## src/rtl/intc_pkg.sv

```systemverilog
// Package: shared register offsets and class indices for the interrupt handler.
// Assumes an 8-bit byte address and word-aligned registers.
package intc_pkg;
    localparam int ADDR_W = 8;

    localparam logic [ADDR_W-1:0] OFS_PEND     = 8'h00;
    localparam logic [ADDR_W-1:0] OFS_MASK     = 8'h04;
    localparam logic [ADDR_W-1:0] OFS_VEC_NORM = 8'h10;
    localparam logic [ADDR_W-1:0] OFS_VEC_FAST = 8'h14;
    localparam logic [ADDR_W-1:0] OFS_CTRL     = 8'h18;
    localparam logic [ADDR_W-1:0] OFS_CFG_BASE = 8'h1C;

    // Class index doubles as the control-register re-arm bit position.
    localparam int NUM_CLASSES = 2;
    localparam int CLS_NORMAL  = 0;
    localparam int CLS_FAST    = 1;
endpackage

```

## src/rtl/intc_line_capture.sv

```systemverilog
// Module: per-line capture of interrupt events into the pending register.
// Edge lines latch on a rising input, level lines follow their input.
// Assumes inputs are already synchronous to clk.
module intc_line_capture #(
    parameter int NUM_LINES = 32
) (
    input  logic                 clk,
    input  logic                 rst_n,
    input  logic [NUM_LINES-1:0] irq_in,
    input  logic [NUM_LINES-1:0] level_i,
    input  logic                 pend_wr_i,
    input  logic [NUM_LINES-1:0] pend_wdata_i,
    input  logic [NUM_LINES-1:0] ack_mask_i,
    input  logic                 trig_i,
    input  logic [NUM_LINES-1:0] trig_bits_i,
    output logic [NUM_LINES-1:0] pending_o
);
    logic [NUM_LINES-1:0] hist_q;
    logic [NUM_LINES-1:0] pend_q;
    logic [NUM_LINES-1:0] keep;
    logic [NUM_LINES-1:0] trig_one;
    logic [NUM_LINES-1:0] set_ev;
    logic [NUM_LINES-1:0] clr_ev;
    logic [NUM_LINES-1:0] pend_nxt;

    // Purpose: combine software writes, acknowledges and input events.
    always_comb begin
        keep     = pend_wr_i ? (pend_wdata_i | (level_i & hist_q)) : '1;
        trig_one = trig_i ? (trig_bits_i & (~trig_bits_i + NUM_LINES'(1))) : '0;
        set_ev   = (irq_in & ~hist_q & ~level_i) | (irq_in & level_i) | trig_one;
        clr_ev   = level_i & hist_q & ~irq_in;
        pend_nxt = ((pend_q & keep & ~ack_mask_i) | set_ev) & ~clr_ev;
    end

    // Purpose: register input history and pending bits.
    always_ff @(posedge clk) begin
        if (!rst_n) begin
            hist_q <= '0;
            pend_q <= '0;
        end else begin
            hist_q <= irq_in;
            pend_q <= pend_nxt;
        end
    end

    assign pending_o = pend_q;

    // a level line whose input fell is not pending afterwards.
    p_level_fall_clears_r3: assert property (@(posedge clk) disable iff (!rst_n)
        ((pend_q & $past(level_i & hist_q & ~irq_in)) == '0));

    // edge pending bits drop only through a write or an acknowledge.
    p_edge_hold_r2: assert property (@(posedge clk) disable iff (!rst_n)
        (($past(pend_q & ~level_i & ~ack_mask_i & (pend_wr_i ? pend_wdata_i : '1))
          & ~pend_q) == '0));
endmodule

```

## src/rtl/intc_prio_arbiter.sv

```systemverilog
// Module: finds, for each class, the best unmasked pending line.
// Lower priority value wins; on a tie the higher line number wins.
// Purely combinational; one result per class.
module intc_prio_arbiter
    import intc_pkg::*;
#(
    parameter int NUM_LINES = 32,
    parameter int PRIO_W    = 5,
    parameter int IDX_W     = $clog2(NUM_LINES)
) (
    input  logic [NUM_LINES-1:0]              pending_i,
    input  logic [NUM_LINES-1:0]              mask_i,
    input  logic [NUM_LINES-1:0]              fast_i,
    input  logic [NUM_LINES*PRIO_W-1:0]       prio_i,
    output logic [NUM_CLASSES-1:0]            any_o,
    output logic [NUM_CLASSES-1:0][IDX_W-1:0] idx_o
);
    for (genvar c = 0; c < NUM_CLASSES; c++) begin : g_cls
        logic [NUM_LINES-1:0] cand;
        logic [PRIO_W-1:0]    best_p;
        logic [IDX_W-1:0]     best_i;
        logic                 found;

        assign cand = pending_i & ~mask_i & ((c == CLS_FAST) ? fast_i : ~fast_i);

        // Purpose: scan all candidates, keeping the best (ties go upward).
        always_comb begin
            best_p = '1;
            best_i = '0;
            found  = 1'b0;
            for (int i = 0; i < NUM_LINES; i++) begin
                if (cand[i] && (prio_i[i*PRIO_W +: PRIO_W] <= best_p)) begin
                    best_p = prio_i[i*PRIO_W +: PRIO_W];
                    best_i = IDX_W'(i);
                    found  = 1'b1;
                end
            end
        end

        assign any_o[c] = found;
        assign idx_o[c] = best_i;
    end
endmodule

```

## src/rtl/intc_class_ctrl.sv

```systemverilog
// Module: fire/re-arm control and vector latch for one interrupt class.
// The class is armed while its output is low. It fires once on a candidate
// and holds until software re-arms it.
module intc_class_ctrl #(
    parameter int IDX_W = 5
) (
    input  logic             clk,
    input  logic             rst_n,
    input  logic             rearm_i,
    input  logic             cand_any_i,
    input  logic [IDX_W-1:0] cand_idx_i,
    output logic             irq_o,
    output logic [IDX_W-1:0] vec_o
);
    logic             irq_q;
    logic [IDX_W-1:0] vec_q;

    // Purpose: re-arm drops the output; an armed class latches a winner.
    always_ff @(posedge clk) begin
        if (!rst_n) begin
            irq_q <= 1'b0;
            vec_q <= '0;
        end else if (rearm_i) begin
            irq_q <= 1'b0;
        end else if (!irq_q && cand_any_i) begin
            irq_q <= 1'b1;
            vec_q <= cand_idx_i;
        end
    end

    assign irq_o = irq_q;
    assign vec_o = vec_q;

    // an armed class with a candidate fires and latches that winner.
    p_fire_latches_r7: assert property (@(posedge clk) disable iff (!rst_n)
        (!irq_q && cand_any_i && !rearm_i) |=> (irq_q && vec_q == $past(cand_idx_i)));

    // the vector changes only at a firing.
    p_vec_only_on_fire_r7: assert property (@(posedge clk) disable iff (!rst_n)
        !$stable(vec_q) |-> $rose(irq_q));

    // re-arm drops the output on the following edge.
    p_rearm_drops_r7: assert property (@(posedge clk) disable iff (!rst_n)
        rearm_i |=> !irq_q);
endmodule

```

## src/rtl/irq_bank_ctrl.sv

```systemverilog
// Module: top of the single-bank interrupt handler. It holds:
//   - register decode and read side effects;
//   - configuration and mask storage;
//   - the capture, arbiter and per-class controllers.
// Assumes word accesses on a one-cycle strobe, with read data registered.
module irq_bank_ctrl
    import intc_pkg::*;
#(
    parameter int NUM_LINES = 32,
    parameter int PRIO_W    = 5
) (
    input  logic                 clk,
    input  logic                 rst_n,
    input  logic [NUM_LINES-1:0] irq_in,
    input  logic                 req_valid,
    input  logic                 req_write,
    input  logic [ADDR_W-1:0]    req_addr,
    input  logic [NUM_LINES-1:0] req_wdata,
    output logic [NUM_LINES-1:0] rsp_rdata,
    output logic                 rsp_err,
    output logic                 irq_norm_o,
    output logic                 irq_fast_o
);
    localparam int IDX_W = $clog2(NUM_LINES);
    localparam logic [ADDR_W-1:0] OFS_TRIG = ADDR_W'(int'(OFS_CFG_BASE) + 4 * NUM_LINES);

    logic [NUM_LINES-1:0]              mask_q;
    logic [NUM_LINES-1:0]              level_q;
    logic [NUM_LINES-1:0]              fast_q;
    logic [NUM_LINES*PRIO_W-1:0]       prio_q;
    logic [NUM_LINES-1:0]              pending;
    logic [NUM_CLASSES-1:0]            arb_any;
    logic [NUM_CLASSES-1:0][IDX_W-1:0] arb_idx;
    logic [NUM_CLASSES-1:0]            cls_irq;
    logic [NUM_CLASSES-1:0][IDX_W-1:0] cls_vec;
    logic [NUM_CLASSES-1:0]            rearm;

    logic                 aligned, hit_pend, hit_mask, hit_vn, hit_vf;
    logic                 hit_ctrl, hit_cfg, hit_trig, known, rd, wr;
    logic [IDX_W-1:0]     cfg_idx;
    logic [NUM_LINES-1:0] rd_val;
    logic [NUM_LINES-1:0] ack_mask;

    // Purpose: decode the offset of the current access.
    always_comb begin
        aligned  = (req_addr[1:0] == 2'b00);
        hit_pend = (req_addr == OFS_PEND);
        hit_mask = (req_addr == OFS_MASK);
        hit_vn   = (req_addr == OFS_VEC_NORM);
        hit_vf   = (req_addr == OFS_VEC_FAST);
        hit_ctrl = (req_addr == OFS_CTRL);
        hit_trig = (req_addr == OFS_TRIG);
        hit_cfg  = aligned && (req_addr >= OFS_CFG_BASE) && (req_addr < OFS_TRIG);
        cfg_idx  = IDX_W'((req_addr - OFS_CFG_BASE) >> 2);
        known    = hit_pend || hit_mask || hit_vn || hit_vf || hit_ctrl || hit_cfg || hit_trig;
        rd       = req_valid && !req_write && known;
        wr       = req_valid && req_write && known;
    end

    // Purpose: select the read value for a decoded register.
    always_comb begin
        rd_val = '0;
        if (hit_pend)      rd_val = pending;
        else if (hit_mask) rd_val = mask_q;
        else if (hit_vn)   rd_val = NUM_LINES'(cls_vec[CLS_NORMAL]);
        else if (hit_vf)   rd_val = NUM_LINES'(cls_vec[CLS_FAST]);
        else if (hit_cfg)  rd_val = NUM_LINES'({prio_q[cfg_idx*PRIO_W +: PRIO_W],
                                                level_q[cfg_idx], fast_q[cfg_idx]});
    end

    // Purpose: vector reads acknowledge their line when it is edge-sensitive.
    always_comb begin
        ack_mask = '0;
        if (rd && hit_vn && !level_q[cls_vec[CLS_NORMAL]])
            ack_mask = NUM_LINES'(1) << cls_vec[CLS_NORMAL];
        if (rd && hit_vf && !level_q[cls_vec[CLS_FAST]])
            ack_mask = ack_mask | (NUM_LINES'(1) << cls_vec[CLS_FAST]);
    end

    // Purpose: control-register write bits re-arm the matching class.
    always_comb begin
        for (int c = 0; c < NUM_CLASSES; c++)
            rearm[c] = wr && hit_ctrl && req_wdata[c];
    end

    // Purpose: registered response data and error pulse.
    always_ff @(posedge clk) begin
        if (!rst_n) begin
            rsp_rdata <= '0;
            rsp_err   <= 1'b0;
        end else begin
            rsp_rdata <= rd ? rd_val : '0;
            rsp_err   <= req_valid && !known;
        end
    end

    // Purpose: mask and per-line configuration storage.
    always_ff @(posedge clk) begin
        if (!rst_n) begin
            mask_q  <= '1;
            level_q <= '0;
            fast_q  <= '0;
            prio_q  <= '0;
        end else if (wr) begin
            if (hit_mask) mask_q <= req_wdata;
            if (hit_cfg) begin
                prio_q[cfg_idx*PRIO_W +: PRIO_W] <= req_wdata[PRIO_W+1:2];
                level_q[cfg_idx] <= req_wdata[1];
                fast_q[cfg_idx]  <= req_wdata[0];
            end
        end
    end

    intc_line_capture #(.NUM_LINES(NUM_LINES)) u_capture (
        .clk         (clk),
        .rst_n       (rst_n),
        .irq_in      (irq_in),
        .level_i     (level_q),
        .pend_wr_i   (wr && hit_pend),
        .pend_wdata_i(req_wdata),
        .ack_mask_i  (ack_mask),
        .trig_i      (wr && hit_trig),
        .trig_bits_i (req_wdata),
        .pending_o   (pending)
    );

    intc_prio_arbiter #(.NUM_LINES(NUM_LINES), .PRIO_W(PRIO_W), .IDX_W(IDX_W)) u_arbiter (
        .pending_i(pending),
        .mask_i   (mask_q),
        .fast_i   (fast_q),
        .prio_i   (prio_q),
        .any_o    (arb_any),
        .idx_o    (arb_idx)
    );

    for (genvar c = 0; c < NUM_CLASSES; c++) begin : g_class
        intc_class_ctrl #(.IDX_W(IDX_W)) u_cls (
            .clk       (clk),
            .rst_n     (rst_n),
            .rearm_i   (rearm[c]),
            .cand_any_i(arb_any[c]),
            .cand_idx_i(arb_idx[c]),
            .irq_o     (cls_irq[c]),
            .vec_o     (cls_vec[c])
        );
    end

    assign irq_norm_o = cls_irq[CLS_NORMAL];
    assign irq_fast_o = cls_irq[CLS_FAST];

    // an error pulse follows an access and carries zero data.
    p_err_needs_req_r11: assert property (@(posedge clk) disable iff (!rst_n)
        rsp_err |-> $past(req_valid));
    p_err_reads_zero_r11: assert property (@(posedge clk) disable iff (!rst_n)
        rsp_err |-> (rsp_rdata == '0));

    // the normal winner is an unmasked pending normal-class line.
    p_norm_winner_valid_r6: assert property (@(posedge clk) disable iff (!rst_n)
        arb_any[CLS_NORMAL] |-> (pending[arb_idx[CLS_NORMAL]] && !mask_q[arb_idx[CLS_NORMAL]]
                                 && !fast_q[arb_idx[CLS_NORMAL]]));

    // the fast winner is an unmasked pending fast-class line.
    p_fast_winner_valid_r10: assert property (@(posedge clk) disable iff (!rst_n)
        arb_any[CLS_FAST] |-> (pending[arb_idx[CLS_FAST]] && !mask_q[arb_idx[CLS_FAST]]
                               && fast_q[arb_idx[CLS_FAST]]));
endmodule

```

## config.mk

```make
export PLATFORM = sky130hd
export DESIGN_NAME = irq_bank_ctrl
export DESIGN_NICKNAME = d
export VERILOG_FILES = /design/src/rtl/intc_pkg.sv /design/src/rtl/intc_line_capture.sv /design/src/rtl/intc_prio_arbiter.sv /design/src/rtl/intc_class_ctrl.sv /design/src/rtl/irq_bank_ctrl.sv
export SDC_FILE = /design/constraint.sdc
export NUM_CORES = 2
export LEC_CHECK = 0
export BUFFER_PORTS_ARGS = -buffer_cell sky130_fd_sc_hd__buf_2
export CELL_PAD_IN_SITES_DETAIL_PLACEMENT = 0
export CELL_PAD_IN_SITES_GLOBAL_PLACEMENT = 1
export CORE_MARGIN = 2
export CORE_UTILIZATION = 50
export DETAILED_ROUTE_END_ITERATION = 8
export PLACE_DENSITY = 0.89
export SLEW_MARGIN = 20
export SYNTH_ARGS = -nofsm -noshare
export SYNTH_HDL_FRONTEND = slang
export SYNTH_SLANG_ARGS = --single-unit
```

## constraint.sdc

```tcl
create_clock -name clk -period 82.7 [get_ports clk]
set_input_delay 8.27 -clock clk [delete_from_list [all_inputs] [get_ports clk]]
set_output_delay 8.27 -clock clk [all_outputs]
set_load 0.005 [all_outputs]
```

==> flow_summary.yaml <==
run_status:
  result_of_the_run: "finished clean"
timing:
  final-setup-viol-count: 0
  timing_hold_violations_final: 0
  post-route-worst-setup-slack_ns: 15.99
  portion_of_the_clock_cycle_consumed_by_the_worst_path_in_the_final_layout: 0.807
  relSlewSlack: 0.119
  fin_hold_ws_ns: 0.429
  setup_tns_ns: 0
  achievable-frequency_mhz: 15.0
  timing_max_transition_violations_final: 0
  timing.clock.skew_ns: 0.0304
  final_period_minus_worst_setup_slack_ns: 66.71
  grt_setup_unrepaired: "no"
  tightest_slew_ns: 1.31
critical_path:
  arrival_ns: 67.19
  cp_slowest_cell: "a211oi_1"
  critical_path.max_stage_delay_ns: 0.91
  endpoint_kind: "flop"
  path_common_cell: "a21oi_1"
  r2r-start: "u_capture.pending_o[0]"
  timing.critical_path.from_type: "flop"
  critical_path.max_fanout: 18
  critical_path.startpoint: "u_capture.pending_o[0]"
  path_class: "flop to flop"
  required_ns: 83.18
finish:
  utilization: 0.545
  most-common-layout-cells: "467 x nand2_1, 465 x nor2_1, 365 x dfxtp_1"
  postLayoutCellArea_um2: 35900
  fraction_of_final_layout_cells_with_drive_strength_greater_than_1: 0.108
  layout.cells.most_common: "nand2_1"
  design.final.nets: 4632
  finish.cell_count_without_fillers: 5194
  syn_to_final_growth_pct: 7.93
synth:
  synthesis_stage_register_bit_count: 365
  yosys_warnings: 0
  synth_nets: 4647
  post_synth_inst_count: 4313
  number_of_enable_flip_flop_cells_after_synthesis: 0
  avgSynthCellArea_um2: 7.70
  ys_seq_area_frac: 0.220
  yosys_most_used_dff: "dfxtp_1"
  synth-async-reset-ratio: 0
  netlist_area_um2: 33200
  yosys.cell_types.count: 108
clock_network:
  clk_pin_slew_ns: 0.07
  cts-resized-gates: 0
  clock_tree.buffer_depth: 3
  total_clock_buffers_created_by_cts: 40
  clk-insertion-delay-late_ns: 0.59
  tritoncts: "yes"
  postCtsHoldBufs: 0
  clockRootBuffer: "clkbuf_16"
  postCtsSetupRepairBufs: 0
  cts_max_level: 2
  cts.sink_count: 365
placed_design:
  placement_cell_area_um2: 34500
  place.detailed.instances: 5119
  post-place-ws_ns: 17.32
  detailedPlacementHpwl_mm: 106
  numPortBuffers: 110
  routabilityCongestion: 1.08
routing:
  wirelength_mm: 135
  first_pass_iters: 8
  initialDrtViolationCount: 4140
  dr_total_vias: 35100
  detail_route.wl_per_cell_um: 25.9
  drc_viols: 0
  avgViaCountPerCell: 6.76
  ant_nets_after_route: 0
global_routing:
  first_global_vias: 31400
  residual_overflow_from_global_routing: 0
  globalRouteMet1Util: 0.512
  grt_pass1_wl_mm: 199
  global_route.peak_usage_layer: "met2"
  global_route.usage.met2: 0.566
  antenna_found_initial: 4
  grt_start_max_net_pins: 87
  grt.met3_usage: 0.117
  track_usage: 0.382
pwr:
  cellPowerDensity_nw_per_um2: 11.2
  report.power.total_mw: 0.402
  peakVddDrop_uv: 17.4
  p_leak_nw: 15.5
die:
  die-area_um2: 68500
  floorplan.initialDensity: 0.505
  pin_count: 111
  die_height_um: 262
  die-width_um: 262
  core_area_um2: 65700
  rows: 94
min_path:
  hold_class: "flop to flop"
  hp-start: "u_capture.hist_q[25]"
run:
  max_cap_viol_count: 0
==> path summary, 6_finish.rpt <==
check / to / slack (ns) / cells after the start
max: g_class[0].u_cls.vec_o[2] / 15.99 / 271
min: u_capture.pending_o[25] / 0.43 / 1
max reg2reg: g_class[0].u_cls.vec_o[2] / 15.99 / 271
min reg2reg: u_capture.pending_o[25] / 0.43 / 1
==> routing by layer <==
layer / share of wire / up-vias
met3: 0.13 / 373
met1: 0.40 / 16700
li1: - / 16000
met2: 0.42 / 2036
met5: 0.00044 / -
met4: 0.048 / 8
==> state kept, by name, indices dropped and copies added (netlist names) <==
signal	flops
prio_q	160
fast_q	32
level_q	32
mask_q	32
rsp_rdata	32
u_capture.hist_q	32
u_capture.pending_o	32
g_class.u_cls.vec_o	10
g_class.u_cls.irq_o	2
rsp_err	1
==> power breakdown <==
group          internal, mW  switching, mW  leakage (nW)
Clock                 0.111         0.0792         0.665
Sequential            0.178        0.00303          2.96
Combinational       0.00942         0.0215          11.8
==> critical path, delay by kind of cell, from the launching register on <==
kind	cells	cell delay (ns)
flip-flops	1	0.63
multiplexers	19	7.68
AO/OA/AOI/OAI	145	33.13
adder cells (fa/ha/maj)	32	8.97
buffers and inverters	9	0.91
AND/OR/NAND/NOR	66	15.21
==> area by class of cell <==
type,count,area (um2)
diodes,3,7.51
clock buffers,53,1110
clock inverters,18,249
fillers,6328,29900
inverters,189,714
multi-input cells,3551,24500
flip-flops and latches,365,7310
well taps,864,1080
repair buffers,151,863
==> kinds of logic (layout without fill, tap and decap cells) <==
family / count (synthesis) / count (layout) / synth area share
buffers and inverters: 397 / 411 / 0.0451
DFF: 365 / 365 / 0.220
adders and majority gates: 273 / 273 / 0.102
muxes: 343 / 343 / 0.136
AOI/OAI and AO/OA: 1238 / 1238 / 0.246
and+or+nand+nor: 1678 / 1678 / 0.246
other: 0 / 3 / 0
xor gates and xnor gates: 19 / 19 / 0.00501
==> cell usage after synthesis, types with 56 or more instances <==
library cell,number,share of area
ha_1,258,0.097
and3_1,73,0.014
nand3_1,190,0.029
mux4_2,79,0.054
inv_1,186,0.021
nor3_1,75,0.011
o22ai_1,57,0.011
nand2_1,467,0.053
clkbuf_1,191,0.022
a21o_1,119,0.027
o21ai_0,248,0.037
and2_1,89,0.017
a21oi_1,308,0.046
nor2_1,466,0.053
mux2_2,71,0.024
mux2i_1,190,0.057
a31oi_1,56,0.011
dfxtp_1,365,0.22
(Power assumes the default switching activity.)
